--- src/rtl/probe_pkg.sv ---
package probe_pkg;

  localparam logic [7:0] CMD_RESET = 8'hFF;
  localparam logic [7:0] CMD_QUERY = 8'h98;
  localparam logic [7:0] QRY_OFF   = 8'h55;
  localparam int         FIRST_REG_IDX = 17;
  localparam logic [7:0] CNT_IDX   = 8'd16;

  typedef enum logic [2:0] {
    S_IDLE, S_RST, S_QRY, S_RD, S_WAIT, S_FIN, S_DONE, S_HALT
  } probeState_t;

  typedef struct packed {
    logic       capture;
    logic [7:0] idx;
  } dpCtl_t;

  // read step index to query table offset
  function automatic logic [7:0] offsetOf(input logic [7:0] idx);
    if (idx <= 8'd4)       offsetOf = 8'h10 + idx;
    else if (idx <= 8'd11) offsetOf = 8'h1A + idx;
    else if (idx <= 8'd15) offsetOf = 8'h1B + idx;
    else if (idx == 8'd16) offsetOf = 8'h2C;
    else                   offsetOf = 8'h1C + idx;
  endfunction

endpackage

--- src/rtl/probe_ctrl.sv ---
module probe_ctrl
  import probe_pkg::*;
#(
  parameter int PB     = 2,
  parameter int CB     = 1,
  parameter int ADDR_W = 16,
  parameter int NREG   = 4
) (
  input  logic              clk,
  input  logic              rst,
  input  logic              sigMatch,
  input  logic [7:0]        rdByte,
  input  logic [7:0]        rawCnt,
  output dpCtl_t            ctl,
  output logic              memWe,
  output logic              memRe,
  output logic [ADDR_W-1:0] memAddr,
  output logic [8*PB-1:0]   memWdata,
  output logic              probeDone,
  output logic              devFound,
  output logic              devMissing
);
  localparam int LANE_SH = $clog2(PB);

  probeState_t state;
  logic [7:0]  idx;
  logic        sigFail;
  logic [7:0]  capCnt;
  logic [7:0]  lastIdx;
  logic        lastRead;

  function automatic logic [8*PB-1:0] cmdWord(input logic [7:0] c);
    cmdWord = '0;
    for (int b = 0; b < PB; b++)
      if (b % CB == 0) cmdWord[8*b +: 8] = c;
  endfunction

  always_comb begin
    capCnt   = (rawCnt > 8'(NREG)) ? 8'(NREG) : rawCnt;
    lastIdx  = CNT_IDX + (capCnt << 2);
    lastRead = ((idx == CNT_IDX) && (rdByte == 8'h00)) ||
               ((idx > CNT_IDX) && (idx == lastIdx));
  end

  always_ff @(posedge clk) begin
    if (rst) begin
      state      <= S_IDLE;
      idx        <= '0;
      sigFail    <= 1'b0;
      devFound   <= 1'b0;
      devMissing <= 1'b0;
    end else begin
      case (state)
        S_IDLE: state <= S_RST;
        S_RST:  state <= S_QRY;
        S_QRY: begin
          idx   <= '0;
          state <= S_RD;
        end
        S_RD:   state <= S_WAIT;
        S_WAIT: begin
          if ((idx <= 8'd2) && !sigMatch) begin
            sigFail <= 1'b1;
            state   <= S_FIN;
          end else if (lastRead) begin
            state <= S_FIN;
          end else begin
            idx   <= idx + 8'd1;
            state <= S_RD;
          end
        end
        S_FIN: begin
          devFound   <= !sigFail;
          devMissing <= sigFail;
          state      <= S_DONE;
        end
        S_DONE:  state <= S_HALT;
        default: state <= S_HALT;
      endcase
    end
  end

  always_comb begin
    memWe    = (state == S_RST) || (state == S_QRY) || (state == S_FIN);
    memRe    = (state == S_RD);
    memAddr  = '0;
    memWdata = '0;
    case (state)
      S_RST, S_FIN: memWdata = cmdWord(CMD_RESET);
      S_QRY: begin
        memWdata = cmdWord(CMD_QUERY);
        memAddr  = ADDR_W'(QRY_OFF) << LANE_SH;
      end
      S_RD:    memAddr = ADDR_W'(offsetOf(idx)) << LANE_SH;
      default: ;
    endcase
    ctl.capture = (state == S_WAIT);
    ctl.idx     = idx;
    probeDone   = (state == S_DONE);
  end

  // done lasts a single cycle
  a_r10_done_single: assert property (@(posedge clk) disable iff (rst)
    probeDone |=> !probeDone);

  // done follows the exit write to address 0
  a_r10_exit_before_done: assert property (@(posedge clk) disable iff (rst)
    $rose(probeDone) |-> ($past(memWe) && ($past(memAddr) == '0)));

  // found and missing never together
  a_r3_flags_exclusive: assert property (@(posedge clk) disable iff (rst)
    !(devFound && devMissing));

  // bus never reads and writes in one cycle
  a_r2_strobes_exclusive: assert property (@(posedge clk) disable iff (rst)
    !(memWe && memRe));

endmodule

--- src/rtl/probe_dpath.sv ---
module probe_dpath
  import probe_pkg::*;
#(
  parameter int NREG   = 4,
  parameter int SIZE_W = 32,
  parameter int TOUT_W = 32,
  parameter int RATIO  = 2,
  parameter int CNT_W  = 3
) (
  input  logic                clk,
  input  logic                rst,
  input  dpCtl_t              ctl,
  input  logic [7:0]          rdByte,
  input  logic                found,
  output logic                sigMatch,
  output logic [7:0]          rawCnt,
  output logic [15:0]         vendorId,
  output logic [15:0]         ifaceCode,
  output logic [SIZE_W-1:0]   devBytes,
  output logic [SIZE_W-1:0]   bufBytes,
  output logic [TOUT_W-1:0]   wordWriteTime,
  output logic [TOUT_W-1:0]   bufWriteTime,
  output logic [TOUT_W-1:0]   blockEraseTime,
  output logic [CNT_W-1:0]    regionCount,
  output logic [NREG*24-1:0]  regionBlkBytes,
  output logic [NREG*17-1:0]  regionBlkCnt
);
  localparam int RATIO_SH = $clog2(RATIO);

  logic [15:0] vendRaw, ifcRaw;
  logic [7:0]  sizeExp, bufExp;
  logic [7:0]  tExp [7];
  logic [7:0]  capCnt;

  always_comb begin
    case (ctl.idx)
      8'd0:    sigMatch = (rdByte == 8'h51);
      8'd1:    sigMatch = (rdByte == 8'h52);
      8'd2:    sigMatch = (rdByte == 8'h59);
      default: sigMatch = 1'b1;
    endcase
  end

  always_ff @(posedge clk) begin
    if (rst) begin
      vendRaw <= '0;
      ifcRaw  <= '0;
      sizeExp <= '0;
      bufExp  <= '0;
      rawCnt  <= '0;
      for (int i = 0; i < 7; i++) tExp[i] <= '0;
    end else if (ctl.capture) begin
      if (ctl.idx == 8'd3)  vendRaw[7:0]  <= rdByte;
      if (ctl.idx == 8'd4)  vendRaw[15:8] <= rdByte;
      if (ctl.idx >= 8'd5 && ctl.idx <= 8'd11)
        tExp[3'(ctl.idx - 8'd5)] <= rdByte;
      if (ctl.idx == 8'd12) sizeExp      <= rdByte;
      if (ctl.idx == 8'd13) ifcRaw[7:0]  <= rdByte;
      if (ctl.idx == 8'd14) ifcRaw[15:8] <= rdByte;
      if (ctl.idx == 8'd15) bufExp       <= rdByte;
      if (ctl.idx == CNT_IDX) rawCnt     <= rdByte;
    end
  end

  function automatic logic [TOUT_W-1:0] pow2(input logic [8:0] e);
    pow2 = (e >= 9'(TOUT_W)) ? '0 : (TOUT_W'(1) << e);
  endfunction

  always_comb begin
    capCnt         = (rawCnt > 8'(NREG)) ? 8'(NREG) : rawCnt;
    vendorId       = found ? vendRaw : '0;
    ifaceCode      = found ? ifcRaw : '0;
    devBytes       = found ? ((SIZE_W'(1) << sizeExp) << RATIO_SH) : '0;
    bufBytes       = found ? (SIZE_W'(1) << bufExp) : '0;
    wordWriteTime  = found ? pow2({1'b0, tExp[0]} + {1'b0, tExp[4]}) : '0;
    bufWriteTime   = found ? pow2({1'b0, tExp[1]} + {1'b0, tExp[5]}) : '0;
    blockEraseTime = found ? pow2({1'b0, tExp[2]} + {1'b0, tExp[6]}) : '0;
    regionCount    = found ? CNT_W'(capCnt) : '0;
  end

  for (genvar r = 0; r < NREG; r++) begin : g_region
    localparam logic [7:0] BASE = 8'(FIRST_REG_IDX + 4 * r);
    logic [31:0] desc;
    logic [7:0]  lane;
    logic        active;

    assign lane   = ctl.idx - BASE;
    assign active = found && (capCnt > 8'(r));

    always_ff @(posedge clk) begin
      if (rst) desc <= '0;
      else if (ctl.capture && ctl.idx >= BASE && ctl.idx < BASE + 8'd4)
        desc[8*lane[1:0] +: 8] <= rdByte;
    end

    assign regionBlkBytes[24*r +: 24] = !active ? 24'd0 :
      (desc[15:0] == 16'd0) ? 24'd128 : {desc[15:0], 8'h00};
    assign regionBlkCnt[17*r +: 17] = active ? ({1'b0, desc[31:16]} + 17'd1) : 17'd0;

    // an active region never reports a block smaller than 128 bytes
    a_r8_min_block: assert property (@(posedge clk) disable iff (rst)
      active |-> (regionBlkBytes[24*r +: 24] >= 24'd128));
  end

  // reported region count stays within the limit
  a_r9_count_cap: assert property (@(posedge clk) disable iff (rst)
    regionCount <= CNT_W'(NREG));

  // geometry stays zero until the device is found
  a_r3_blank_when_absent: assert property (@(posedge clk) disable iff (rst)
    !found |-> (devBytes == '0 && vendorId == '0 && regionCount == '0));

endmodule

--- src/rtl/flash_geometry_probe.sv ---
module flash_geometry_probe
  import probe_pkg::*;
#(
  parameter int PB     = 2,
  parameter int CB     = 1,
  parameter int ADDR_W = 16,
  parameter int NREG   = 4,
  parameter int SIZE_W = 32,
  parameter int TOUT_W = 32,
  localparam int CNT_W = $clog2(NREG + 1)
) (
  input  logic               clk,
  input  logic               rst,
  output logic               memWe,
  output logic               memRe,
  output logic [ADDR_W-1:0]  memAddr,
  output logic [8*PB-1:0]    memWdata,
  input  logic [8*PB-1:0]    memRdata,
  output logic               probeDone,
  output logic               devFound,
  output logic               devMissing,
  output logic [15:0]        vendorId,
  output logic [15:0]        ifaceCode,
  output logic [SIZE_W-1:0]  devBytes,
  output logic [SIZE_W-1:0]  bufBytes,
  output logic [TOUT_W-1:0]  wordWriteTime,
  output logic [TOUT_W-1:0]  bufWriteTime,
  output logic [TOUT_W-1:0]  blockEraseTime,
  output logic [CNT_W-1:0]   regionCount,
  output logic [NREG*24-1:0] regionBlkBytes,
  output logic [NREG*17-1:0] regionBlkCnt
);
  dpCtl_t     ctl;
  logic       sigMatch;
  logic [7:0] rawCnt;
  logic [7:0] rdByte;

  assign rdByte = memRdata[7:0];

  probe_ctrl #(.PB(PB), .CB(CB), .ADDR_W(ADDR_W), .NREG(NREG)) u_ctrl (
    .clk(clk), .rst(rst), .sigMatch(sigMatch), .rdByte(rdByte), .rawCnt(rawCnt),
    .ctl(ctl), .memWe(memWe), .memRe(memRe), .memAddr(memAddr),
    .memWdata(memWdata), .probeDone(probeDone), .devFound(devFound),
    .devMissing(devMissing)
  );

  probe_dpath #(.NREG(NREG), .SIZE_W(SIZE_W), .TOUT_W(TOUT_W),
                .RATIO(PB / CB), .CNT_W(CNT_W)) u_dpath (
    .clk(clk), .rst(rst), .ctl(ctl), .rdByte(rdByte), .found(devFound),
    .sigMatch(sigMatch), .rawCnt(rawCnt), .vendorId(vendorId),
    .ifaceCode(ifaceCode), .devBytes(devBytes), .bufBytes(bufBytes),
    .wordWriteTime(wordWriteTime), .bufWriteTime(bufWriteTime),
    .blockEraseTime(blockEraseTime), .regionCount(regionCount),
    .regionBlkBytes(regionBlkBytes), .regionBlkCnt(regionBlkCnt)
  );

endmodule

--- config.mk ---
export PLATFORM = sky130hd
export DESIGN_NAME = flash_geometry_probe
export DESIGN_NICKNAME = d
export VERILOG_FILES = /design/src/rtl/probe_pkg.sv /design/src/rtl/probe_ctrl.sv /design/src/rtl/probe_dpath.sv /design/src/rtl/flash_geometry_probe.sv
export SDC_FILE = /design/constraint.sdc
export NUM_CORES = 1
export LEC_CHECK = 0
export ABC_CLOCK_PERIOD_IN_PS = 6000
export BUFFER_PORTS_ARGS = -buffer_cell sky130_fd_sc_hd__buf_4
export CORE_UTILIZATION = 40
export CTS_CLUSTER_SIZE = 16
export DETAILED_ROUTE_END_ITERATION = 10
export PLACE_DENSITY = 0.69
export SYNTH_ARGS = -nofsm -noshare
export SYNTH_HDL_FRONTEND = slang
export SYNTH_SLANG_ARGS = --single-unit
--- constraint.sdc ---
create_clock -name clk -period 6 [get_ports clk]
set_input_delay 0.3 -clock clk [delete_from_list [all_inputs] [get_ports clk]]
set_output_delay 0.3 -clock clk [all_outputs]
set_load 0.02 [all_outputs]
==> impl_metrics.json <==
{
  "viasPerCell": 5.48,
  "pwr-share-seq_pct": 47.1,
  "cts_buffer_depth": 3,
  "fin_crit_ns": 4.38,
  "syn_to_final_growth_pct": 25.0,
  "grt_pass1_wl_microns": 75700,
  "drt-pass1-iter-count": 6,
  "dieHeight_microns": 194,
  "crit_arrival_ns": 4.61,
  "holdPathStages": 3,
  "ys.flop_type": "dfxtp_1",
  "cts_buffers": 28,
  "maxSlewViolCount": 0,
  "p_comb_share_pct": 6.1,
  "clkTransAtPathRegs_ns": 0.06,
  "cp_slowest_stage_delay_ns": 0.92,
  "max_cap_violations": 0,
  "finClkSkew_ns": 0.0394,
  "critPathSlowestCell": "nor4b_1",
  "synth_seq_cells": 246,
  "multi_input_area_sq_um": 8710,
  "p_leak_nw": 7.91,
  "synthMuxAreaShare_pct": 5.65,
  "drt_wl_total_microns": 49100,
  "grt.total_usage_pct": 25.0,
  "yosys_warnings": 0,
  "vdd_drop_max_mv": 0.204,
  "port_buffers": 368,
  "num_rows": 70,
  "dieArea_sq_um": 37700,
  "regArea_sq_um": 5330,
  "internal-power_w": 0.00272,
  "postCtsSetupBuffers": 0,
  "layout_setup_ws_ns": 1.62,
  "layoutNonFillerInstCount": 2681,
  "drc_errors": 0,
  "post_synth_and_or_nand_nor_area_fraction_pct": 32.9,
  "ys_types": 78,
  "power_frac_clock_pct": 46.8,
  "use_met1_pct": 32.1,
  "final_layout_size_suffix_gt1_share_pct": 20.3,
  "rsz0062_at_grt": "false",
  "max_freq_mhz": 228,
  "whs_ns": 0.220,
  "grt_max_degree": 123,
  "start_util_pct": 40.5,
  "cts_hold_buffers": 0,
  "r2r_end": "u_dpath.tExp[2][0]",
  "met3_usage_pct": 3.70,
  "setup_violations": 0,
  "hold_path_class": "primary input to flip-flop",
  "switching_power_w": 0.000883,
  "antenna_found_initial": 1,
  "wl_per_cell_microns": 18.3,
  "synth_xor_area_share_pct": 3.91,
  "reg2reg_depth": 9,
  "synthAdderAreaFrac_pct": 4.38,
  "crit_path_end_kind": "flip-flop",
  "crit_chain": "inv_1 > ha_1 > buf_4 > nand2b_1 > a21oi_1 > o21ai_0 > o2111a_1 > nor4b_1 > or2_2",
  "max_slew_margin_pct": 18.0,
  "netlist.area_leader.share_pct": 27.9,
  "ys_seq_area_share_pct": 36.0,
  "num_vias": 14693,
  "synth_cells": 1905,
  "tritoncts": "done",
  "synth-edff-count": 40,
  "synth_most_common_cell": "nor2_1",
  "required_ns": 6.23,
  "r2r_start": "u_ctrl.idx[0]",
  "busiest_layer": "met2",
  "root_buffer": "clkbuf_16",
  "status": "complete, no violations",
  "hold_viol": 0,
  "place_congestion": 0.921,
  "power.density_nw_per_um2": 195,
  "yosysTopAreaCell": "dfxtp_1",
  "hp-start": "memRdata[7]",
  "critPathMaxFanout": 29,
  "period_share_pct": 73.1,
  "critPathKind": "flip-flop to flip-flop",
  "cts-htree-levels": 1,
  "netlist_area_sq_um": 14800,
  "layout.nets": 2259,
  "core-area_sq_um": 36500,
  "ys_top_cells_by_count": "377 x nor2_1, 206 x dfxtp_1, 198 x nand2_1",
  "fill_cells": 3477,
  "netSwitchingFraction_pct": 24.5,
  "overflow": 0,
  "cts_sinks": 246,
  "dr.first_iter.drc_count": 1365,
  "synth_compound_area_share_pct": 11.0,
  "reg2reg_slack_ns": 1.62,
  "final_antenna_net_count": 0,
  "pin_count": 414,
  "synth_top_family_by_area": "simple AND/OR/NAND/NOR gates",
  "tns_ns": 0,
  "holdPathEnd": "u_dpath.vendRaw[15]",
  "pre_cts_ws_ns": 1.70,
  "cts-resized-gates": 0,
  "grt_pass1_vias": 13534,
  "crit_path_start_kind": "flip-flop",
  "grt.met2_usage_pct": 42.7,
  "place_hpwl_microns": 34400,
  "syn_avg_cell_area_sq_um": 7.76,
  "ys_top_cells_by_area": "dfxtp_1 28%, nor2_1 9.6%, edfxtp_1 8.1%",
  "dieWidth_microns": 194,
  "worst_slew_pin_slew_ns": 1.22,
  "placedCellCount": 2629,
  "clock_latency_ns": 0.57,
  "async_reset_ff_share_pct": 0
}
## worst max-delay path, delay by kind of cell, from the launching register on
kind | cells | cell delay [ns]
AOI/OAI and AO/OA | 3 | 1.00
adders and majority gates | 1 | 0.28
buffers and inverters | 2 | 0.55
DFF | 1 | 0.75
and+or+nand+nor | 3 | 1.45
## stage by stage
stage	utilization, %	total power, W	instance area, sq um
5_1_grt	50.6	0.00372	18500
3_5_place_dp	48.1	0.00195	17600
2_1_floorplan	-	0.00191	14900
6_report	50.6	0.00360	18500
3_3_place_gp	48.1	0.00195	17600
4_1_cts	50.6	0.00364	18500
## cell usage in the layout, fill, tap and decap left out, drive strengths merged, types with 40 or more instances in the layout
cell / n
a21oi: 121
and3: 40
edfxtp: 40
and2: 126
buf: 379
nand2: 198
ha: 47
nand3: 134
dfxtp: 206
mux2i: 82
nor2: 378
## power by group through the flow
stage	combinational, W	clock, W	sequential [W]
after floorplan	0.000179	0	0.00173
after global placement	0.000214	0	0.00173
after detailed placement	0.000219	0	0.00173
after CTS	0.000219	0.00172	0.00170
after global routing	0.000236	0.00178	0.00170
final	0.000220	0.00169	0.00170
## kinds of logic (layout without fill, tap and decap cells)
logic type	after synthesis	after routing
AOI/OAI and AO/OA	254	254
xor gates and xnor gates	66	66
adders and majority gates	50	50
buffers and inverters	187	457
DFF	246	246
muxes	83	83
other	1	39
and+or+nand+nor	1018	1018
## worst max-delay path by stage
| stage | from | endpoint | slack, ns |
|---|---|---|---|
| 6_report | u_ctrl.idx[0] | u_dpath.tExp[2][0] | 1.62 |
| 3_3_place_gp | u_ctrl.idx[0] | u_dpath.tExp[2][5] | 1.87 |
| 3_5_place_dp | u_ctrl.idx[0] | u_dpath.tExp[2][4] | 1.70 |
| 5_1_grt | u_ctrl.idx[0] | u_dpath.tExp[2][2] | 1.34 |
| 4_1_cts | u_ctrl.idx[0] | u_dpath.tExp[2][0] | 1.67 |
| 2_1_floorplan | u_ctrl.idx[4] | memAddr[8] | 2.65 |
## layer usage
| layer | part of all wire [%] | vias to the layer above | wire (microns) |
|---|---|---|---|
| met5 | 0 | - | 0 |
| met4 | 3.3 | 0 | 1600 |
| met2 | 48 | 620 | 23500 |
| li1 | - | 7025 | - |
| met3 | 7.0 | 99 | 3430 |
| met1 | 42 | 6949 | 20600 |
## layout make-up
type / count / share of cell area, %
multi-input cells: 1509 / 47.1
flip-flops and latches: 246 / 28.8
repair buffers: 379 / 15.4
clock buffers: 38 / 4.32
well taps: 468 / 3.17
clock inverters: 13 / 0.623
inverters: 27 / 0.548
diodes: 1 / 0.0135
## state kept, by name, indices dropped and copies added, names as in the netlist
signal,count
u_ctrl.idx,8
u_ctrl.sigFail,1
u_dpath.sizeExp,8
u_dpath.ifcRaw,16
u_dpath.g_region.desc,128
u_ctrl.devFound,1
u_dpath.rawCnt,8
u_dpath.bufExp,8
u_ctrl.state,3
u_dpath.tExp,48
u_dpath.vendRaw,16
u_ctrl.devMissing,1
(Power assumes the default switching activity.)
